File: src/rtl/pkt_sum_pkg.sv
package pkt_sum_pkg;

    // Framing phases of the receiver
    typedef enum logic [2:0] {
        PH_SEEK_HEAD = 3'd0,
        PH_SEEK_TAIL = 3'd1,
        PH_LENGTH    = 3'd2,
        PH_BODY      = 3'd3,
        PH_CHECK     = 3'd4
    } frame_ph_t;

    // Registered state of the framing controller
    typedef struct packed {
        frame_ph_t ph;
        logic      vld;
    } frame_regs_t;

endpackage

File: src/rtl/pkt_frame_fsm.sv
module pkt_frame_fsm
    import pkt_sum_pkg::*;
#(
    parameter int               DATA_W    = 8,
    parameter logic [DATA_W-1:0] SYNC_HEAD = 8'h33,
    parameter logic [DATA_W-1:0] SYNC_TAIL = 8'hCC
) (
    input  logic              clk_i,
    input  logic              rst_i,
    input  logic [DATA_W-1:0] byte_i,
    input  logic              body_last_i,
    output logic              sync_hit_o,
    output logic              len_take_o,
    output logic              body_take_o,
    output logic              chk_take_o,
    output logic              body_vld_o
);

    frame_regs_t regs_d, regs_q;

    always_comb begin
        regs_d      = regs_q;
        sync_hit_o  = 1'b0;
        len_take_o  = 1'b0;
        body_take_o = 1'b0;
        chk_take_o  = 1'b0;
        // valid follows every edge that takes a payload byte
        regs_d.vld  = (regs_q.ph == PH_BODY);
        case (regs_q.ph)
            PH_SEEK_HEAD: begin
                if (byte_i == SYNC_HEAD) regs_d.ph = PH_SEEK_TAIL;
            end
            PH_SEEK_TAIL: begin
                if (byte_i == SYNC_TAIL) begin
                    regs_d.ph  = PH_LENGTH;
                    sync_hit_o = 1'b1;
                end else if (byte_i == SYNC_HEAD) begin
                    regs_d.ph = PH_SEEK_TAIL;
                end else begin
                    regs_d.ph = PH_SEEK_HEAD;
                end
            end
            PH_LENGTH: begin
                len_take_o = 1'b1;
                regs_d.ph  = (byte_i == '0) ? PH_CHECK : PH_BODY;
            end
            PH_BODY: begin
                body_take_o = 1'b1;
                if (body_last_i) regs_d.ph = PH_CHECK;
            end
            PH_CHECK: begin
                chk_take_o = 1'b1;
                regs_d.ph  = PH_SEEK_HEAD;
            end
            default: regs_d.ph = PH_SEEK_HEAD;
        endcase
    end

    always_ff @(posedge clk_i) begin
        if (rst_i) begin
            regs_q <= '{ph: PH_SEEK_HEAD, vld: 1'b0};
        end else begin
            regs_q <= regs_d;
        end
    end

    assign body_vld_o = regs_q.vld;

endmodule

File: src/rtl/pkt_len_counter.sv
module pkt_len_counter #(
    parameter int DATA_W = 8
) (
    input  logic              clk_i,
    input  logic              rst_i,
    input  logic              clr_i,
    input  logic              load_i,
    input  logic              dec_i,
    input  logic [DATA_W-1:0] len_i,
    output logic              last_o
);

    localparam logic [DATA_W-1:0] ONE = DATA_W'(1);

    logic [DATA_W-1:0] left_d, left_q;

    always_comb begin
        left_d = left_q;
        if (clr_i) begin
            left_d = '0;
        end else if (load_i) begin
            left_d = len_i;
        end else if (dec_i && left_q != '0) begin
            left_d = left_q - ONE;
        end
    end

    always_ff @(posedge clk_i) begin
        if (rst_i) begin
            left_q <= '0;
        end else begin
            left_q <= left_d;
        end
    end

    assign last_o = (left_q == ONE);

endmodule

File: src/rtl/pkt_sum_acc.sv
module pkt_sum_acc #(
    parameter int DATA_W = 8
) (
    input  logic              clk_i,
    input  logic              rst_i,
    input  logic              clr_i,
    input  logic              add_i,
    input  logic              cmp_i,
    input  logic [DATA_W-1:0] byte_i,
    output logic              err_o
);

    logic [DATA_W-1:0] sum_d, sum_q;
    logic              err_d, err_q;

    always_comb begin
        sum_d = sum_q;
        if (clr_i) begin
            sum_d = '0;
        end else if (add_i) begin
            sum_d = sum_q + byte_i;
        end
        err_d = cmp_i && (sum_q != byte_i);
    end

    always_ff @(posedge clk_i) begin
        if (rst_i) begin
            sum_q <= '0;
            err_q <= 1'b0;
        end else begin
            sum_q <= sum_d;
            err_q <= err_d;
        end
    end

    assign err_o = err_q;

endmodule

File: src/rtl/pkt_sum_top.sv
module pkt_sum_top #(
    parameter int               DATA_W    = 8,
    parameter logic [DATA_W-1:0] SYNC_HEAD = 8'h33,
    parameter logic [DATA_W-1:0] SYNC_TAIL = 8'hCC
) (
    input  logic              clk_i,
    input  logic              rst_i,
    input  logic [DATA_W-1:0] byte_i,
    output logic              pay_valid_o,
    output logic              sum_err_o
);

    logic sync_hit;
    logic len_take;
    logic body_take;
    logic chk_take;
    logic body_last;

    pkt_frame_fsm #(
        .DATA_W   (DATA_W),
        .SYNC_HEAD(SYNC_HEAD),
        .SYNC_TAIL(SYNC_TAIL)
    ) u_fsm (
        .clk_i      (clk_i),
        .rst_i      (rst_i),
        .byte_i     (byte_i),
        .body_last_i(body_last),
        .sync_hit_o (sync_hit),
        .len_take_o (len_take),
        .body_take_o(body_take),
        .chk_take_o (chk_take),
        .body_vld_o (pay_valid_o)
    );

    pkt_len_counter #(
        .DATA_W(DATA_W)
    ) u_cnt (
        .clk_i (clk_i),
        .rst_i (rst_i),
        .clr_i (sync_hit),
        .load_i(len_take),
        .dec_i (body_take),
        .len_i (byte_i),
        .last_o(body_last)
    );

    pkt_sum_acc #(
        .DATA_W(DATA_W)
    ) u_acc (
        .clk_i (clk_i),
        .rst_i (rst_i),
        .clr_i (sync_hit),
        .add_i (body_take),
        .cmp_i (chk_take),
        .byte_i(byte_i),
        .err_o (sum_err_o)
    );

endmodule

File: config.mk
export PLATFORM = sky130hd
export DESIGN_NAME = pkt_sum_top
export DESIGN_NICKNAME = d
export VERILOG_FILES = /design/src/rtl/pkt_sum_pkg.sv /design/src/rtl/pkt_frame_fsm.sv /design/src/rtl/pkt_len_counter.sv /design/src/rtl/pkt_sum_acc.sv /design/src/rtl/pkt_sum_top.sv
export SDC_FILE = /design/constraint.sdc
export NUM_CORES = 1
export LEC_CHECK = 0
export BUFFER_PORTS_ARGS = -buffer_cell sky130_fd_sc_hd__buf_2
export CAP_MARGIN = 20
export CORE_ASPECT_RATIO = 0.5
export CORE_MARGIN = 8
export CORE_UTILIZATION = 40
export CTS_CLUSTER_SIZE = 16
export DETAILED_ROUTE_END_ITERATION = 10
export HOLD_SLACK_MARGIN = 0.15
export PLACE_DENSITY = 0.69
export SYNTH_ARGS = -nofsm -noshare
export SYNTH_HDL_FRONTEND = slang
export SYNTH_SLANG_ARGS = --single-unit
File: constraint.sdc
create_clock -name clk_i -period 1.6 [get_ports clk_i]
set_input_delay 0.16 -clock clk_i [delete_from_list [all_inputs] [get_ports clk_i]]
set_output_delay 0.16 -clock clk_i [all_outputs]
set_load 0.05 [all_outputs]
Yosys cells after proc, flatten, opt, wreduce, memory -nomap -nowiden:

Cells that the tools add are included.

* register bits after elaboration: 21
* latch bits: 0
* memory bits (writable): 0
* bits in read-only memories: 0
* output and inout bits: 2
* word-level logic and storage cells: 38
* memories: 0

* add/subtract/negate cells: 2
* multipliers: 0
* divide/modulo/power cells: 0
* magnitude comparators: 0
* equal/unequal tests: 10
* shifts and indexed selects: 0
* mux-type cells: 13
* bitwise gates (word level): 0
* reduce and logical (&&, ||, !) cells: 8

Operator list (count)
* $mux 8: 2
* $mux 3: 4
* $pmux 3 s4: 1
* $add 8x8->8: 1
* $eq 8x1->1 const B: 1
* $eq 8x6->1 const B: 1
* $eq 8x8->1 const B: 1
* $logic_not 8->1: 1
* $ne 8x8->1: 1
* $reduce_bool 8->1: 1
* $sub 8x1->8 const B: 1
* $eq 3x2->1 const B: 2
* $mux 1: 6
* $eq 3x1->1 const B: 1
* $eq 3x3->1 const B: 1
* $logic_not 3->1: 1
* $logic_and 1x1->1: 2
* $ne 2x1->1 const B: 1
* $ne 2x2->1 const B: 1
* $reduce_and 2->1: 1
* $reduce_bool 2->1: 1
* $reduce_or 2->1: 1

Longest topological paths before layout:

Gate-level depths: netlist of the first run.

* depth after elaboration: 5
* mapped depth: 8
* mapped depth without buffers: 8

Hierarchy:

Synthesis of the first run repeated with hierarchy kept, for this count alone.

* cell total of the unflattened synthesis: 167
* area total of the unflattened synthesis: 1441.4 um^2

By module, submodules not included
* pkt_sum_acc: times used 1, cells an instance 81, area each 683.2 um^2, seq. area each 180.2 um^2
* pkt_len_counter: times used 1, cells an instance 59, area each 494.2 um^2, seq. area each 160.2 um^2
* pkt_frame_fsm: times used 1, cells an instance 27, area each 264.0 um^2, seq. area each 80.1 um^2

Least setup slack after synthesis of the first run:

Ideal clock, no wire load.

* path type: register -> register
* start point: register u_acc.sum_q[0]
* end point: register u_acc.sum_q[6]
* arrival: 1706 ps
* path slack: -168 ps
* stages on the path, launching flop included: 9
* period minus slack after synthesis: 1768 ps
* cells stage by stage: dfxtp_1 > ha_1 > inv_1 > fa_1 > nor2b_1 > o31a_1 > o21a_1 > or4_1 > nand3_1

* word-level cells in the longest chain between the ends: 1

RTL lines
* from (decl): line pkt_sum_acc.sv:13 `logic [DATA_W-1:0] sum_d, sum_q;`
* from (signal assigned): line pkt_sum_acc.sv:31 `sum_q <= sum_d;`
* $add 8x8->8: line pkt_sum_acc.sv:21 `sum_d = sum_q + byte_i;`

No other way between the ends.
A chain may end at the register's enable or synchronous reset.

Worst setup path in the final report of the first run:

Ends and elaborated chain as after synthesis.

==> results of run 1 <==
cells in the mapped netlist (3+ instances only):
master    instances
nor3b_1           4
nand3_1           5
a31oi_1           3
nand2_1          16
nor3_1            5
nor2b_1           4
ha_1              9
nor2_1           14
a211oi_1          5
dfxtp_1          21
o21a_1            4
inv_1             8
a21oi_1          14
clkbuf_1          3
mux2i_1           5
o21ai_0          14
nor4_1            6
state kept, by name, indices dropped and copies added, names as in the netlist:
| name | flops |
|---|---|
| u_fsm.regs_q | 3 |
| u_cnt.left_q | 8 |
| u_acc.sum_q | 8 |
| u_acc.err_o | 1 |
| u_fsm.body_vld_o | 1 |
where the power goes:
part	switching (mW)	total (mW)	internal, mW
sequential	0.0000227	0.522	0.522
clock	0.193	0.371	0.178
combinational	0.0630	0.121	0.0579
total	0.256	1.01	0.758
layer usage:
metal	vias to the layer above	wire length, um
met5	-	0
met4	0	57
met3	6	157
met2	40	2090
met1	757	1830
li1	748	-
final cells by class:
cell class              count  area (um^2)  share of cell area [%]
well taps                  42         52.6                    2.69
multi-input cells         138         1020                    52.4
inverters                   8         30.0                    1.54
flip-flops and latches     21          425                    21.8
repair buffers             52          373                    19.1
diodes                      1         2.50                   0.128
clock buffers               4         45.0                    2.31
path summary, 6_finish.rpt:
check	endpoint	cells past startpoint	slack (ns)
hold / removal	u_cnt.left_q[7]$_SDFFE_PP0P_	3	0.27
hold reg to reg	u_acc.sum_q[3]$_SDFFE_PP0N_	2	0.48
setup reg to reg	u_acc.sum_q[6]$_SDFFE_PP0N_	8	-0.18
setup / recovery	u_acc.sum_q[6]$_SDFFE_PP0N_	8	-0.18
timing repair:
item,CTS,global route
setup buffers,2,1
resized for setup,16,18
endpoints found under the hold margin,2,0
hold buffers,1,0
pin swaps,10,11
setup endpoints to repair,7,10
cloned,0,0
logic make-up after synthesis:
family / share of synthesized area [%]
compound gates: 25.2
fa+ha+maj: 9.52
xor+xnor: 0.629
mux: 3.59
flops: 30.2
simple gates: 26.8
buf+inv: 4.04
worst max-delay path, stage by stage, from the launching register on:
cell and delay, ns:
dfxtp_2 0.34, ha_4 0.16, inv_2 0.05, fa_2 0.20, nor2b_2 0.05, o31a_1 0.26
o21a_1 0.18, or4_4 0.41, nand3_2 0.08
through the flow:
stage                     hold slack [ns]  std cells  util (%)  area, um^2  setup slack (ns)
after detailed placement            0.431        258      52.5        1770            -0.236
after floorplan                     0.229        173         -        1410            -0.142
final                               0.269        266      57.7        1950            -0.178
after CTS                           0.282        264      55.8        1890            -0.242
after global placement              0.429        258      52.5        1770            -0.169
after global routing                0.300        266      57.7        1950            -0.251
==> results by group, run 1 <==
Routing
  • Starting DRT DRC Count: 93
  • Drt drc: 0
  • Drt wl/cell: 15.5 um
  • Via count: 1,551
  • Detailed Route WL: 4140 um
  • Pre-antenna DRT Iters: 4
  • Antenna viol nets, final: 0
  • Number of vias per cell: 5.83

Synthesis
  • Syn_nets: 193
  • Syn_area_per_cell: 8.05 um^2
  • Yosys reg bits: 21
  • Post-synth top area share: 30.2%
  • Top_reg_cell synth: dfxtp_1
  • Netlist cell types: 45
  • Mapped Cells: 173
  • Post-synth EDFFs: 0
  • Most area-hungry cell type in the Yosys netlist: dfxtp_1
  • Asr flop ratio synth: 0%
  • Top cells by area, synth: dfxtp_1, ha_1, a21oi_1
  • Synth Cell Area: 0.00139 mm^2
  • Synth Warn #: 0
  • Seq/Total Area, Yosys: 30.2%

Clock tree
  • Longest Clk Path Bufs: 2
  • H-tree Lvls: 1
  • Clk root buf: clkbuf_8
  • Sink Count: 21
  • TritonCTS buffer count: 3
  • CTS tree: built
  • Worst skew pair latency: 0.27 ns
  • Clk pin slew, worst setup/hold paths: 0.09 ns

Die
  • Initial Util: 41.2%
  • Rows: 15
  • I/O pins: 12
  • Die area: 0.00574 mm^2
  • Vertical die dimension: 57.7 um
  • Die Width: 99.4 um
  • Core area: 0.00338 mm^2

Placed design
  • PortBufs: 11
  • HPWL after DPL: 3010 um
  • GP Congestion: 0.901

STA
  • Setup Skew: 0.00713 ns
  • Crit share post-route: 111%
  • Fin. max-slew vios: 0
  • Post-layout min period: 1.78 ns
  • Final setup vio count: 3
  • Final hold viol count: 0
  • Achievable Freq: 562 MHz
  • Max transition margin: 74.0%
  • Final setup margin: -0.178 ns
  • Final TNS setup: -0.325 ns
  • Worst Tran Pin Value: 0.387 ns
  • Unrepaired setup endpoints after global routing: true

Power
  • Max rail drop VDD: 197 uV
  • Total power: 1.01 mW
  • P_leak: 0.793 nW
  • Pwr Density: 520 mW/mm^2

Global routing
  • Gr ovfl total: 0
  • First-pass GRT wire length: 6910 um
  • GRT Total Usage: 14.8%
  • GR Util met1: 17.0%
  • Grt met2 use: 26.1%
  • Most Used Layer, Global Route: met2
  • Largest net degree at the start of global routing: 17
  • Initial antenna violation count: 1
  • Vias in the first global route: 1,530
  • GR Util met3: 2.98%

Layout
  • Layout cells sized above 1: 37.2%
  • Synth-to-layout area growth: 40.1%
  • Number of fill cells: 300
  • Most frequent cells in the layout: buf_4, dfxtp_1, nand2_1, nor2_1, a21oi_1
  • Commonest non-fill, non-tap cell in the layout: buf_4
  • Nets: 244

Run
  • Max Cap Viol: 0

Setup path
  • Worst Setup SP: u_acc.sum_q[0]$_SDFFE_PP0N_
  • CP Data Required Time: 1.82 ns
  • FF-to-FF Start: u_acc.sum_q[0]$_SDFFE_PP0N_
  • Critical path startpoint category: flip-flop
  • WS Path Type: reg -> reg
  • Worst-path fanout max: 2
  • Crit path arrival time: 2.00 ns
  • Critical path endpoint category: flip-flop

Worst hold path
  • Min-delay src: byte_i[7]
  • Worst Hold Class: in -> reg

Status
  • Run status: complete, but fails checks
  • Failing checks: negative setup slack
No activity file was read; power rests on OpenSTA's default activity.
==> inputs of run 2 (changes only) <==
==> constraint.sdc (replaced) <==
create_clock -name clk_i -period 1.6 [get_ports clk_i]
set_input_delay 0.32 -clock clk_i [delete_from_list [all_inputs] [get_ports clk_i]]
set_output_delay 0.32 -clock clk_i [all_outputs]
set_load 0.05 [all_outputs]
==> results by group, run 2 (same netlist as run 1, synthesis figures left out) <==
Die
  • Die area: 0.00574 mm^2
  • Vertical die dimension: 57.7 um
  • Core area: 0.00338 mm^2
  • Rows: 15
  • Initial Util: 41.2%
  • I/O pins: 12
  • Die Width: 99.4 um

Global routing
  • GR Util met1: 17.3%
  • Gr ovfl total: 0
  • Initial antenna violation count: 0
  • Vias in the first global route: 1,394
  • GRT Total Usage: 13.9%
  • Grt met2 use: 23.7%
  • Largest net degree at the start of global routing: 17
  • Most Used Layer, Global Route: met2
  • GR Util met3: 2.63%
  • First-pass GRT wire length: 6440 um

Clock tree
  • Longest Clk Path Bufs: 2
  • Hold Buf Count CTS: 0
  • CTS tree: built
  • TritonCTS buffer count: 3
  • Clk root buf: clkbuf_8
  • H-tree Lvls: 1
  • Worst skew pair latency: 0.26 ns
  • Sink Count: 21
  • Clk pin slew, worst setup/hold paths: 0.08 ns

Worst hold path
  • Hold Path Stages: 2
  • Worst Hold Class: in -> reg
  • Hold Path End: u_fsm.regs_q[1]$_SDFFE_PP0P_
  • Min-delay src: rst_i

Setup path
  • RR Endpoint: u_acc.sum_q[6]$_SDFFE_PP0N_
  • Buf/Inv on CP: 1
  • Worst-path fanout max: 3
  • Crit path arrival time: 1.99 ns
  • CP max stage cell: or4_1
  • CP Data Required Time: 1.81 ns
  • Crit-path leading delay family: simple AND/OR/NAND/NOR gates
  • Critical path endpoint category: flip-flop
  • Internal reg-to-reg setup slack: -0.18 ns
  • Critical path's largest stage delay: 0.39 ns
  • Worst r2r path cells: 8
  • FF-to-FF Start: u_acc.sum_q[0]$_SDFFE_PP0N_
  • Critical path startpoint category: flip-flop
  • Worst path cell trace: ha_4, inv_2, fa_2, nor2b_4, o31a_1, o21a_1, or4_1, nand3_1
  • WS Path Type: reg -> reg

STA
  • Post-layout min period: 1.78 ns
  • Final hold viol count: 0
  • Achievable Freq: 561 MHz
  • Crit share post-route: 111%
  • Max transition margin: 69.1%
  • Worst Tran Pin Value: 0.460 ns
  • Final setup vio count: 3
  • Final setup margin: -0.182 ns
  • Unrepaired setup endpoints after global routing: true
  • Fin. max-slew vios: 0
  • Setup Skew: 0.00185 ns
  • Hold Slack: 0.316 ns

Power
  • Pwr Density: 503 mW/mm^2
  • Total power: 1.00 mW
  • Sequential power share: 52.0%
  • Internal power: 756 uW
  • P_leak: 0.798 nW
  • Combinational share of power: 12.2%
  • Max rail drop VDD: 222 uV
  • Clock group share of total power: 35.8%
  • Net Sw Power: 248 uW
  • Sw frac: 24.7%

Routing
  • Antenna viol nets, final: 0
  • Via count: 1,509
  • Drt drc: 0
  • Detailed Route WL: 4080 um
  • Pre-antenna DRT Iters: 4
  • Drt wl/cell: 15.4 um
  • Number of vias per cell: 5.69
  • Starting DRT DRC Count: 91

Layout
  • Synth-to-layout area growth: 43.3%
  • Layout cells sized above 1: 39.5%
  • Most frequent cells in the layout: buf_4, nand2_1, dfxtp_1, nor2_1, a21oi_1
  • Commonest non-fill, non-tap cell in the layout: buf_4
  • Finished Layout Cells: 265
  • Nets: 244
  • ANT cells: 0
  • Largest registers: u_acc.sum_q: 8 flops, u_cnt.left_q: 8 flops, u_fsm.regs_q: 3 flops

Placed design
  • Placed cells: 259
  • Setup WS pre-CTS: -0.341 ns
  • GP Congestion: 0.836
  • PortBufs: 11
  • HPWL after DPL: 3020 um

Status
  • Failing checks: negative setup slack
  • Run status: complete, but fails checks

Run
  • Max Cap Viol: 0
-- run 2: changes by cell type in the layout (fill, tap and decap cells not counted), sizes merged --
cell,before,now
buf,51,52
clkbuf,4,3
clkinv,0,1
diode,1,0
dlygate4sd3,1,0
-- run 2: area by class of cell --
| class | count | area, um^2 |
|---|---|---|
| Timing Repair Buffer | 52 | 367 |
| Clock buffer | 3 | 41.3 |
| Clock inverter | 1 | 5.00 |
| Sequential cell | 21 | 428 |
| Fill cell | 296 | 1380 |
| Multi-Input combinational cell | 138 | 1070 |
| Inverter | 8 | 30.0 |
| Tap cell | 42 | 52.6 |
-- run 2: power by group through the flow --
| stage | Combinational (mW) | Sequential [mW] | Clock (mW) |
|---|---|---|---|
| final | 0.122 | 0.522 | 0.359 |
| after global placement | 0.113 | 0.534 | 0 |
| after detailed placement | 0.114 | 0.534 | 0 |
| after floorplan | 0.0429 | 0.534 | 0 |
| after CTS | 0.117 | 0.522 | 0.374 |
| after global routing | 0.132 | 0.522 | 0.388 |
-- run 2: timing repair --
action	in CTS	in global routing
resized for setup	11	21
setup buffers	1	2
gates cloned	0	0
pin swaps	8	7
setup endpoints to repair	6	10
hold endpoints to repair	0	0
-- run 2: how the worst max path moves through the flow --
stage | end | slack, ns | depth (start not counted) | from
floorplan | u_acc.sum_q[6]$_SDFFE_PP0N_ | -0.16 | 8 | u_acc.sum_q[0]$_SDFFE_PP0N_
detailed placement | u_acc.sum_q[6]$_SDFFE_PP0N_ | -0.34 | 9 | byte_i[0]
global placement | u_acc.sum_q[6]$_SDFFE_PP0N_ | -0.31 | 9 | byte_i[0]
CTS | u_acc.sum_q[6]$_SDFFE_PP0N_ | -0.16 | 8 | u_acc.sum_q[0]$_SDFFE_PP0N_
finish | u_acc.sum_q[6]$_SDFFE_PP0N_ | -0.18 | 8 | u_acc.sum_q[0]$_SDFFE_PP0N_
global route | u_acc.sum_q[6]$_SDFFE_PP0N_ | -0.24 | 8 | u_acc.sum_q[0]$_SDFFE_PP0N_
-- run 2: layer usage --
layer	vias up	share of wire [%]	routed length (um)
li1	745	-	-
met1	717	46	1870
met2	45	47	1930
met3	2	6.0	246
met4	0	0.66	27
met5	-	0	0
-- run 2: stage by stage --
step	area [um^2]	setup TNS [ns]	utilization [%]
6_report	2000	-0.276	59.1
5_1_grt	2000	-0.533	59.1
4_1_cts	1900	-0.164	56.2
3_5_place_dp	1820	-0.925	53.8
3_3_place_gp	1820	-0.971	53.8
2_1_floorplan	1440	-0.160	-
